<file path="src/rtl/clksw_pkg.sv">
package clksw_pkg;
    localparam int NUM_SRC  = 4;
    localparam int CODE_W   = 3;
    localparam int ADDR_W   = 3;
    localparam int DATA_W   = 8;
    localparam int IDX_FAST = 0;
    localparam int IDX_SLOW = 1;
    localparam int IDX_EXT  = 2;
    localparam int IDX_MULT = 3;

    localparam logic [ADDR_W-1:0] A_OSC  = 3'd0;
    localparam logic [ADDR_W-1:0] A_SW   = 3'd1;
    localparam logic [ADDR_W-1:0] A_MST  = 3'd2;
    localparam logic [ADDR_W-1:0] A_MULT = 3'd3;
    localparam logic [ADDR_W-1:0] A_MON  = 3'd4;

    typedef enum logic [CODE_W-1:0] {
        SRC_FAST_INT = 3'b001,
        SRC_SLOW_INT = 3'b010,
        SRC_EXT      = 3'b100,
        SRC_MULT     = 3'b111
    } src_code_e;

    typedef struct packed {
        logic              irq_en;
        logic              done_clr;
        logic              keep_busy;
        logic              go;
        logic [CODE_W-1:0] target_raw;
    } swctl_wr_t;

    function automatic src_code_e sanitize(input logic [CODE_W-1:0] raw);
        case (raw)
            3'b010:  return SRC_SLOW_INT;
            3'b100:  return SRC_EXT;
            3'b111:  return SRC_MULT;
            default: return SRC_FAST_INT;
        endcase
    endfunction

    function automatic logic [1:0] src_index(input src_code_e c);
        case (c)
            SRC_SLOW_INT: return 2'(IDX_SLOW);
            SRC_EXT:      return 2'(IDX_EXT);
            SRC_MULT:     return 2'(IDX_MULT);
            default:      return 2'(IDX_FAST);
        endcase
    endfunction
endpackage

</file>
<file path="src/rtl/clksw_safety.sv">
module clksw_safety
    import clksw_pkg::*;
(
    input  logic clk,
    input  logic rst,
    input  logic mon_wr,
    input  logic mon_set,
    input  logic ie_val,
    input  logic fail_det,
    output logic mon_en,
    output logic fail_flag,
    output logic fail_ie,
    output logic fail_hit
);
    assign fail_hit = mon_en & fail_det;

    always_ff @(posedge clk) begin
        if (rst) begin
            mon_en    <= 1'b0;
            fail_flag <= 1'b0;
            fail_ie   <= 1'b0;
        end else begin
            if (mon_wr) begin
                fail_ie <= ie_val;
                if (mon_set) mon_en <= 1'b1;
            end
            if (fail_hit) fail_flag <= 1'b1;
        end
    end

    assert_monitor_sticky_R9: assert property (@(posedge clk) disable iff (rst)
        mon_en |=> mon_en);
    assert_flag_sticky_R7: assert property (@(posedge clk) disable iff (rst)
        fail_flag |=> fail_flag);
    assert_no_flag_unarmed_R9: assert property (@(posedge clk) disable iff (rst)
        (!mon_en && !fail_flag) |=> !fail_flag);
endmodule

</file>
<file path="src/rtl/clksw_seq.sv">
module clksw_seq
    import clksw_pkg::*;
(
    input  logic               clk,
    input  logic               rst,
    input  logic               ctl_wr,
    input  swctl_wr_t          ctl,
    input  logic [NUM_SRC-1:0] osc_rdy,
    input  logic               fail_hit,
    output src_code_e          master,
    output src_code_e          target,
    output logic               busy,
    output logic               done,
    output logic               irq_en
);
    src_code_e req_tgt;
    logic      abort_req, start_req, fall_back, tgt_ready;

    assign req_tgt   = sanitize(ctl.target_raw);
    assign abort_req = ctl_wr & busy & ~ctl.keep_busy;
    assign start_req = ctl_wr & ~busy & ctl.go & (req_tgt != master);
    assign fall_back = fail_hit & (master == SRC_EXT);
    assign tgt_ready = osc_rdy[src_index(target)];

    always_ff @(posedge clk) begin
        if (rst) begin
            master <= SRC_FAST_INT;
            target <= SRC_FAST_INT;
            busy   <= 1'b0;
            done   <= 1'b0;
            irq_en <= 1'b0;
        end else begin
            if (ctl_wr) irq_en <= ctl.irq_en;
            if (ctl_wr && ctl.done_clr) done <= 1'b0;
            if (fall_back) begin
                master <= SRC_FAST_INT;
                target <= SRC_FAST_INT;
                busy   <= 1'b0;
            end else if (abort_req) begin
                target <= master;
                busy   <= 1'b0;
            end else if (busy && tgt_ready) begin
                master <= target;
                busy   <= 1'b0;
                done   <= 1'b1;
            end else if (start_req) begin
                target <= req_tgt;
                busy   <= 1'b1;
            end
        end
    end

    assert_switch_done_R3: assert property (@(posedge clk) disable iff (rst)
        (busy && tgt_ready && !abort_req && !fall_back) |=> (master == $past(target)) && done && !busy);
    assert_idle_match_R3: assert property (@(posedge clk) disable iff (rst)
        !busy |-> (target == master));
    assert_abort_restore_R8: assert property (@(posedge clk) disable iff (rst)
        (abort_req && !fall_back) |=> (target == $past(master)) && !busy);
    assert_fallback_R10: assert property (@(posedge clk) disable iff (rst)
        fall_back |=> (master == SRC_FAST_INT) && !busy);
    assert_code_valid_R2: assert property (@(posedge clk) disable iff (rst)
        master inside {SRC_FAST_INT, SRC_SLOW_INT, SRC_EXT, SRC_MULT});
endmodule

</file>
<file path="src/rtl/clksw_force.sv">
module clksw_force
    import clksw_pkg::*;
(
    input  logic               clk,
    input  logic               rst,
    input  src_code_e          master,
    input  src_code_e          target,
    input  logic               busy,
    input  logic [NUM_SRC-1:0] sw_en,
    input  logic               ref_ext,
    input  logic               clkout_pll_busy,
    input  logic               fail_flag,
    output logic [NUM_SRC-1:0] osc_en
);
    logic [NUM_SRC-1:0] hold;
    logic               mult_on;

    assign mult_on = (sw_en[IDX_MULT] | hold[IDX_MULT] | clkout_pll_busy) & ~fail_flag;

    for (genvar i = 0; i < NUM_SRC; i++) begin : g_src
        assign hold[i] = (src_index(master) == 2'(i)) | (busy & (src_index(target) == 2'(i)));
        if (i == IDX_MULT) begin : g_mult
            assign osc_en[i] = mult_on;
        end else if (i == IDX_EXT) begin : g_ext
            assign osc_en[i] = sw_en[i] | hold[i] | (mult_on & ref_ext);
        end else if (i == IDX_FAST) begin : g_fast
            assign osc_en[i] = sw_en[i] | hold[i] | (mult_on & ~ref_ext);
        end else begin : g_plain
            assign osc_en[i] = sw_en[i] | hold[i];
        end
    end

    assert_fail_kills_mult_R7: assert property (@(posedge clk) disable iff (rst)
        fail_flag |-> !osc_en[IDX_MULT]);
    assert_master_on_R4: assert property (@(posedge clk) disable iff (rst)
        !(fail_flag && master == SRC_MULT) |-> osc_en[src_index(master)]);
    assert_target_on_R4: assert property (@(posedge clk) disable iff (rst)
        (busy && !(fail_flag && target == SRC_MULT)) |-> osc_en[src_index(target)]);
    assert_ref_follow_R6: assert property (@(posedge clk) disable iff (rst)
        osc_en[IDX_MULT] |-> osc_en[ref_ext ? IDX_EXT : IDX_FAST]);
endmodule

</file>
<file path="src/rtl/clksw_top.sv">
module clksw_top
    import clksw_pkg::*;
(
    input  logic               clk,
    input  logic               rst,
    input  logic [ADDR_W-1:0]  reg_addr,
    input  logic               reg_wr,
    input  logic [DATA_W-1:0]  reg_wdata,
    output logic [DATA_W-1:0]  reg_rdata,
    input  logic [NUM_SRC-1:0] osc_rdy,
    input  logic               clkout_pll_busy,
    input  logic               fail_det,
    output logic [NUM_SRC-1:0] osc_en,
    output logic [CODE_W-1:0]  master_code,
    output logic               irq
);
    logic [NUM_SRC-1:0] sw_en;
    logic               ref_ext;
    src_code_e          master, target;
    logic               busy, done, sw_ie;
    logic               mon_en, fail_flag, fail_ie, fail_hit;
    swctl_wr_t          ctl;

    assign ctl = swctl_wr_t'(reg_wdata[$bits(swctl_wr_t)-1:0]);

    always_ff @(posedge clk) begin
        if (rst) begin
            sw_en   <= NUM_SRC'(1) << IDX_FAST;
            ref_ext <= 1'b0;
        end else if (reg_wr) begin
            if (reg_addr == A_OSC)  sw_en   <= reg_wdata[NUM_SRC-1:0];
            if (reg_addr == A_MULT) ref_ext <= reg_wdata[0];
        end
    end

    clksw_seq u_seq (
        .clk(clk), .rst(rst),
        .ctl_wr(reg_wr && reg_addr == A_SW), .ctl(ctl),
        .osc_rdy(osc_rdy), .fail_hit(fail_hit),
        .master(master), .target(target),
        .busy(busy), .done(done), .irq_en(sw_ie)
    );

    clksw_safety u_safe (
        .clk(clk), .rst(rst),
        .mon_wr(reg_wr && reg_addr == A_MON),
        .mon_set(reg_wdata[0]), .ie_val(reg_wdata[2]),
        .fail_det(fail_det),
        .mon_en(mon_en), .fail_flag(fail_flag),
        .fail_ie(fail_ie), .fail_hit(fail_hit)
    );

    clksw_force u_force (
        .clk(clk), .rst(rst),
        .master(master), .target(target), .busy(busy),
        .sw_en(sw_en), .ref_ext(ref_ext),
        .clkout_pll_busy(clkout_pll_busy), .fail_flag(fail_flag),
        .osc_en(osc_en)
    );

    assign master_code = master;
    assign irq = (done & sw_ie) | (fail_flag & fail_ie);

    always_comb begin
        reg_rdata = '0;
        case (reg_addr)
            A_OSC:  reg_rdata[NUM_SRC-1:0] = osc_en;
            A_SW:   reg_rdata = {1'b0, sw_ie, done, busy, 1'b0, target};
            A_MST:  reg_rdata[CODE_W-1:0] = master;
            A_MULT: reg_rdata[0] = ref_ext;
            A_MON:  reg_rdata[2:0] = {fail_ie, fail_flag, mon_en};
            default: reg_rdata = '0;
        endcase
    end

    assert_irq_needs_cause_R11: assert property (@(posedge clk) disable iff (rst)
        irq |-> (done || fail_flag));
endmodule

</file>
<file path="config.mk">
export PLATFORM = sky130hd
export DESIGN_NAME = clksw_top
export DESIGN_NICKNAME = d
export VERILOG_FILES = /design/src/rtl/clksw_pkg.sv /design/src/rtl/clksw_safety.sv /design/src/rtl/clksw_seq.sv /design/src/rtl/clksw_force.sv /design/src/rtl/clksw_top.sv
export SDC_FILE = /design/constraint.sdc
export NUM_CORES = 1
export LEC_CHECK = 0
export BUFFER_PORTS_ARGS = -buffer_cell sky130_fd_sc_hd__buf_2
export CAP_MARGIN = 25
export CORE_MARGIN = 2
export CORE_UTILIZATION = 55
export DETAILED_ROUTE_END_ITERATION = 10
export GPL_TIMING_DRIVEN = 1
export PLACE_DENSITY = 0.95
export SYNTH_ARGS = -nofsm -noshare
export SYNTH_HDL_FRONTEND = slang
export SYNTH_SLANG_ARGS = --single-unit
</file>
<file path="constraint.sdc">
create_clock -name clk -period 5.3 [get_ports clk]
set_input_delay 0.265 -clock clk [delete_from_list [all_inputs] [get_ports clk]]
set_output_delay 0.265 -clock clk [all_outputs]
set_load 0.01 [all_outputs]
</file>
# [Word level (Yosys, flattened, before mapping)]
# Index checks and enable logic that the tools add are counted.
[word_totals] reg_bits=17 inputBits=20 output_inout_bits=16 elab_cells=96
[classes] order_cmp=1 eq_ne=21 muxes=16 bitwise=33 reduce_logical=15
[op_table] cell="$eq 3x3->1 const B" n=7
[op_table] cell="$and 1x1->1" n=16
[op_table] cell="$eq 3x2->1 const B" n=5
[op_table] cell="$mux 3" n=4
[op_table] cell="$or 1x1->1" n=12
[op_table] cell="$pmux 2 s3" n=2
[op_table] cell="$reduce_and 2->1" n=5
[op_table] cell="$pmux 3 s3" n=1
[op_table] cell="$eq 2x2->1 const B" n=4
[op_table] cell="$pmux 2 s4" n=1
[op_table] cell="$mux 1" n=6
[op_table] cell="$not 1->1" n=5
[op_table] cell="$pmux 1 s5" n=1
[op_table] cell="$eq 2x1->1 const B" n=2
[op_table] cell="$logic_and 1x1->1" n=4
[op_table] cell="$logic_not 2->1" n=2
[op_table] cell="$reduce_or 4->1" n=1
[op_table] cell="$eq 3x1->1 const B" n=1
[op_table] cell="$logic_not 3->1" n=1
[op_table] cell="$lt 2x3->1 const B" n=1
[op_table] cell="$ne 3x3->1" n=1
[op_table] cell="$bmux 1 s2" n=1
[op_table] cell="$ne 2x1->1 const B" n=1
[op_table] cell="$reduce_bool 2->1" n=1
[op_table] cell="$reduce_or 2->1" n=1

# [Logic depth before layout (Yosys ltp)]
[depth] word_depth=11 depth_mapped=7 ltp_nobuf=6

# [Hierarchy]
# Synthesis repeated with hierarchy kept, for this count alone.
[unflattened] hier_cells=146 area_unflattened_um2=1242.4
[by_module_without_submodules] mod="clksw_seq" instances=1 cells_per_inst=71 area_per_inst_um2=599.3 seq_area_each_um2=180.2
[by_module_without_submodules] mod="clksw_top" instances=1 cells_per_inst=46 area_per_inst_um2=402.9 seq_area_each_um2=100.1
[by_module_without_submodules] mod="clksw_force" instances=1 cells_per_inst=19 area_per_inst_um2=142.6 seq_area_each_um2=0.0
[by_module_without_submodules] mod="clksw_safety" instances=1 cells_per_inst=10 area_per_inst_um2=97.6 seq_area_each_um2=60.1

# [Worst setup path before layout]
# Ideal clock, no wire load.
[synth_timing] path_kind="reg-to-output" startpoint="register u_seq.master[0]" endpoint="output reg_rdata[1]" arrival_time_ns=1.552 required_ns=5.035 setup_slack_ns=3.483 stages_incl_launch_ff=7 n_path_buf=1 cell_sequence="dfxtp_1 -> buf_2 -> nor2_1 -> a211o_1 -> a222oi_1 -> nor2_1 -> a31o_2"
[synth_via] elab_chain_len=6 elab_cells_between_ends=8 cone_classes="eq/ne: 4; mux: 2; bitwise: 2"
[synth_lines] item="from (decl)" line_no="clksw_seq.sv:10" source="output src_code_e master,"
[synth_lines] item="from (signal assigned)" line_no="clksw_seq.sv:43" source="master <= target;"
[synth_lines] item="$eq 3x3->1 / $eq 3x2->1 (equally long branches)" line_no="clksw_pkg.sv:42" source="case (c)"
[synth_lines] item="$pmux 2 s3 *" line_no="clksw_pkg.sv:42"
[synth_lines] item="$eq 2x1->1 *" line_no="clksw_force.sv:21" source="assign hold[i] = (src_index(master) == 2'(i)) | (busy & (src_index(target) == 2'(i)));"
[synth_lines] item="$or 1x1->1 *" line_no="clksw_force.sv:21"
[synth_lines] item="$or 1x1->1 *" line_no="clksw_force.sv:29" source="assign osc_en[i] = sw_en[i] | hold[i];"
[synth_lines] item="via osc_en[1]" line_no="clksw_top.sv:13" source="output logic [NUM_SRC-1:0] osc_en,"
[synth_lines] item="$pmux 2 s4 *" line_no="clksw_top.sv:66" source="case (reg_addr)"
[synth_lines] item="to (decl)" line_no="clksw_top.sv:9" source="output logic [DATA_W-1:0] reg_rdata,"
# The timed path passes the listed nets; every way through them passes the cells marked *.

# [Worst setup path in the final report]
[layout_timing] startpoint="register u_seq.master[2]" endpoint="output reg_rdata[1]"
[layout_via] elab_chain_len=6 elab_cells_between_ends=8 cone_classes="eq/ne: 4; mux: 2; bitwise: 2"
[layout_lines] item="$eq 3x3->1 / $eq 3x2->1 (equally long branches)" line_no="clksw_pkg.sv:42"
[layout_lines] item="$pmux 2 s3 *" line_no="clksw_pkg.sv:42"
[layout_lines] item="$eq 2x1->1 *" line_no="clksw_force.sv:21"
[layout_lines] item="$or 1x1->1 *" line_no="clksw_force.sv:21"
[layout_lines] item="$or 1x1->1 *" line_no="clksw_force.sv:29"
[layout_lines] item="$pmux 2 s4 *" line_no="clksw_top.sv:66"
# Every way passes the cells marked *; elsewhere a longest branch is shown, timed or not.

==> flow_metrics.tcl <==
set metrics [dict create \
    seq_area_frac_synth_pct 27.3 \
    number_of_max_cap_violations 0 \
    post_cts_clock_slew_at_the_launch_and_capture_registers_of_the_worst_setup_and_hold_paths_ns 0.10 \
    postCtsHoldBufs 0 \
    mappedNetlistNets 174 \
    grt_pass1_wl_mm 4.97 \
    postLayoutCoreUtil_pct 64.0 \
    ys_seq_elements 17 \
    place.port_buffers 33 \
    power-per-cell-area_nw_per_um2 174 \
    hpwl_mm 2.33 \
    track_usage_pct 25.0 \
    overflow 0 \
    status "finished, final reports clean" \
    coreArea_um2 2170 \
    detail_route.wl_per_cell_um 15.3 \
    post-cts-setup-buffer-count 0 \
    dr_total_vias 1274 \
    effective_utilization_at_floorplan_pct 57.6 \
    vdd.ir_drop.worst_mv 0.153 \
    cell_taking_the_most_area_after_synthesis "sky130_fd_sc_hd__dfxtp_1" \
    cell_count_after_placement 201 \
    tightest_slew_ns 0.575 \
    crit_path_end_kind "output pin" \
    synthesis.yosys.warnings 0 \
    placementRows 17 \
    timing.final.crit_share_pct 44.5 \
    worst-setup-path-type "reg2out" \
    hold_path_class "in2reg" \
    count_of_cells_along_the_worst_register_to_register_path 5 \
    fp.dieH_um 51.7 \
    leakage_power_nw 0.562 \
    timing.rr.end "u_seq.target[0]" \
    routed_wl_mm 3.13 \
    rsz0062_at_grt "no" \
    postSynth.topFlopCell "sky130_fd_sc_hd__dfxtp_1" \
    gp_routability_congestion 0.862 \
    fin_skew_ns 0.00160 \
    clock_buffer_depth 2 \
    synth.avg_cell_area_um2 8.11 \
    worst_slew_margin_rel_pct 61.5 \
    die_w_um 51.7 \
    syn-cell-area_um2 1250 \
    fmaxAchievable_ghz 0.424 \
    syn_inst 154 \
    post-route-min-period_ns 2.36 \
    vias_per_cell 6.21 \
    via_count_of_the_first_global_routing_pass 1113 \
    cp-start-kind "flop" \
    synth_top_area_share_pct 27.3 \
    synth.area.top_cells "sky130_fd_sc_hd__dfxtp_1 27%, sky130_fd_sc_hd__mux2i_1 5.6%, sky130_fd_sc_hd__nor2_1 4.5%" \
    setup_tns_ns 0 \
    slew_violations 0 \
    regToRegStartpoint "u_seq.master[2]" \
    timing.critical_path.required_ns 5.04 \
    async_reset_ff_share_pct 0 \
    cp_max_fo 13 \
    post_cts_resize_count 0 \
    worstSkewPairLatency_ns 0.29 \
    cts_root_buffer "sky130_fd_sc_hd__clkbuf_4" \
    detail_route.iter0.violations 54 \
    cts_num_sinks 17 \
    worst_hold_path.num_cells 3 \
    fraction_of_final_layout_cells_sized_beyond_drive_strength_1_pct 26.0 \
    first_pass_iters 4 \
    numCtsBuffers 3 \
    syn2layout_area_growth_pct 11.2 \
    layoutNonFillerInstCount 205 \
    timing.critical_path.arrival_ns 2.09 \
    fin_hold_ws_ns 0.209 \
    min-delay-start "reg_wdata[6]" \
    route.detailed.drc 0 \
    post_synth_num_cell_types 53 \
    detail-route-antenna-nets 0 \
    min_to "u_seq.irq_en" \
    num_antenna_cells 0 \
    fin_nets 198 \
    setup_violations 0 \
    number_of_enable_type_register_cells_in_the_synthesized_netlist 0 \
    htree_levels 1 \
    design.portCount 36 \
    final_hold_viol_count 0 \
    reg2reg_slack_ns 3.28 \
    fp.dieArea_um2 2670 \
    antenna_found_initial 0 \
    cts_tree "built" \
    grt_start_max_net_pins 14 \
]
[registers in the layout, indices dropped and copies added (netlist names)]
register	cells
sw_en	4
u_safe.mon_en	1
u_seq.target	3
u_seq.done	1
ref_ext	1
u_seq.busy	1
u_safe.fail_flag	1
u_seq.master	3
u_safe.fail_ie	1
u_seq.irq_en	1
[layout make-up]
class                           count  area [um2]
Inverter                            4        15.0
Timing Repair Buffer               33         165
Clock buffer                        4        26.3
Fill cell                         179         781
Multi-Input combinational cell    119         807
Tap cell                           28        35.0
Sequential cell                    17         340
[cell usage after synthesis (all sizes together) (4+ instances only)]
cell type and instances:
nand3 9, nand2 7, inv 4, mux2i 7
dfxtp 17, buf 10, nor3b 4, and2 6
o21ai 12, nor2b 5, nor2 15, a31oi 5
clkbuf 4
[placed cells by master, fill, tap and decap left out, types with 2 or more instances in the layout]
cell type / Yosys / layout
sky130_fd_sc_hd__buf_2: 3 / 33
sky130_fd_sc_hd__dfxtp_1: 17 / 17
sky130_fd_sc_hd__nor2_1: 15 / 15
sky130_fd_sc_hd__o21ai_0: 11 / 11
sky130_fd_sc_hd__nand3_1: 9 / 9
sky130_fd_sc_hd__nand2_1: 7 / 7
sky130_fd_sc_hd__mux2i_1: 7 / 7
sky130_fd_sc_hd__and2_1: 6 / 6
sky130_fd_sc_hd__nor2b_1: 5 / 5
sky130_fd_sc_hd__a31oi_1: 5 / 5
sky130_fd_sc_hd__inv_1: 4 / 4
sky130_fd_sc_hd__nor3b_1: 4 / 4
sky130_fd_sc_hd__nand3b_1: 3 / 3
sky130_fd_sc_hd__xnor2_1: 3 / 3
sky130_fd_sc_hd__nand2b_1: 3 / 3
sky130_fd_sc_hd__clkbuf_4: 0 / 3
sky130_fd_sc_hd__a31o_2: 2 / 2
sky130_fd_sc_hd__nor3_1: 2 / 2
sky130_fd_sc_hd__a221oi_1: 2 / 2
sky130_fd_sc_hd__nor4_1: 2 / 2
sky130_fd_sc_hd__a21boi_0: 2 / 2
sky130_fd_sc_hd__a21oi_1: 2 / 2
[worst max path at each step]
stage	end	slack (ns)	startpoint
global route	reg_rdata[1]	2.81	u_seq.master[2]
global placement	reg_rdata[1]	3.35	u_seq.master[2]
CTS	reg_rdata[1]	2.97	u_seq.master[2]
floorplan	reg_rdata[1]	3.48	u_seq.master[0]
detailed placement	reg_rdata[1]	3.30	u_seq.master[2]
finish	reg_rdata[1]	2.94	u_seq.master[2]
[per-stage QoR]
step	cell area (um2)	total power [W]	setup slack, ns
after detailed placement	1360	0.000173	3.30
final	1390	0.000241	2.94
after global routing	1390	0.000253	2.81
after CTS	1390	0.000242	2.97
after floorplan	1250	0.000162	3.48
after global placement	1360	0.000172	3.35
[worst max-delay path: stages (launching register included)]
cell and delay (ns):
sky130_fd_sc_hd__dfxtp_1 0.64, sky130_fd_sc_hd__nor2_1 0.08, sky130_fd_sc_hd__a211o_1 0.32, sky130_fd_sc_hd__a222oi_1 0.34
sky130_fd_sc_hd__nor2_1 0.08, sky130_fd_sc_hd__a31o_2 0.21, sky130_fd_sc_hd__buf_2 0.13
[report_power, final]
| group | leakage [nW] | switching [W] | internal [W] |
|---|---|---|---|
| Clock | 0.0150 | 0.0000408 | 0.0000292 |
| Combinational | 0.410 | 0.0000226 | 0.0000172 |
| Sequential | 0.137 | 0.00000193 | 0.000129 |
| Total | 0.562 | 0.0000653 | 0.000176 |
[logic make-up after synthesis]
group                      after synthesis  synth area share (%)
AOI/OAI and AO/OA                       41                  24.1
muxes                                    7                  5.61
and+or+nand+nor                         65                  31.0
other                                    1                 0.300
xor gates and xnor gates                 4                  2.81
buffers and inverters                   18                  8.11
DFF                                     17                  27.3
adders and majority gates                1                 0.802
[metal layers]
layer	wire length, um	up-vias	track usage, %
li1	-	618	-
met1	1300	592	30.9
met2	1600	60	42.7
met3	199	4	4.60
met4	34	0	9.65
met5	0	-	0
No activity file was read; power rests on OpenSTA's default activity.
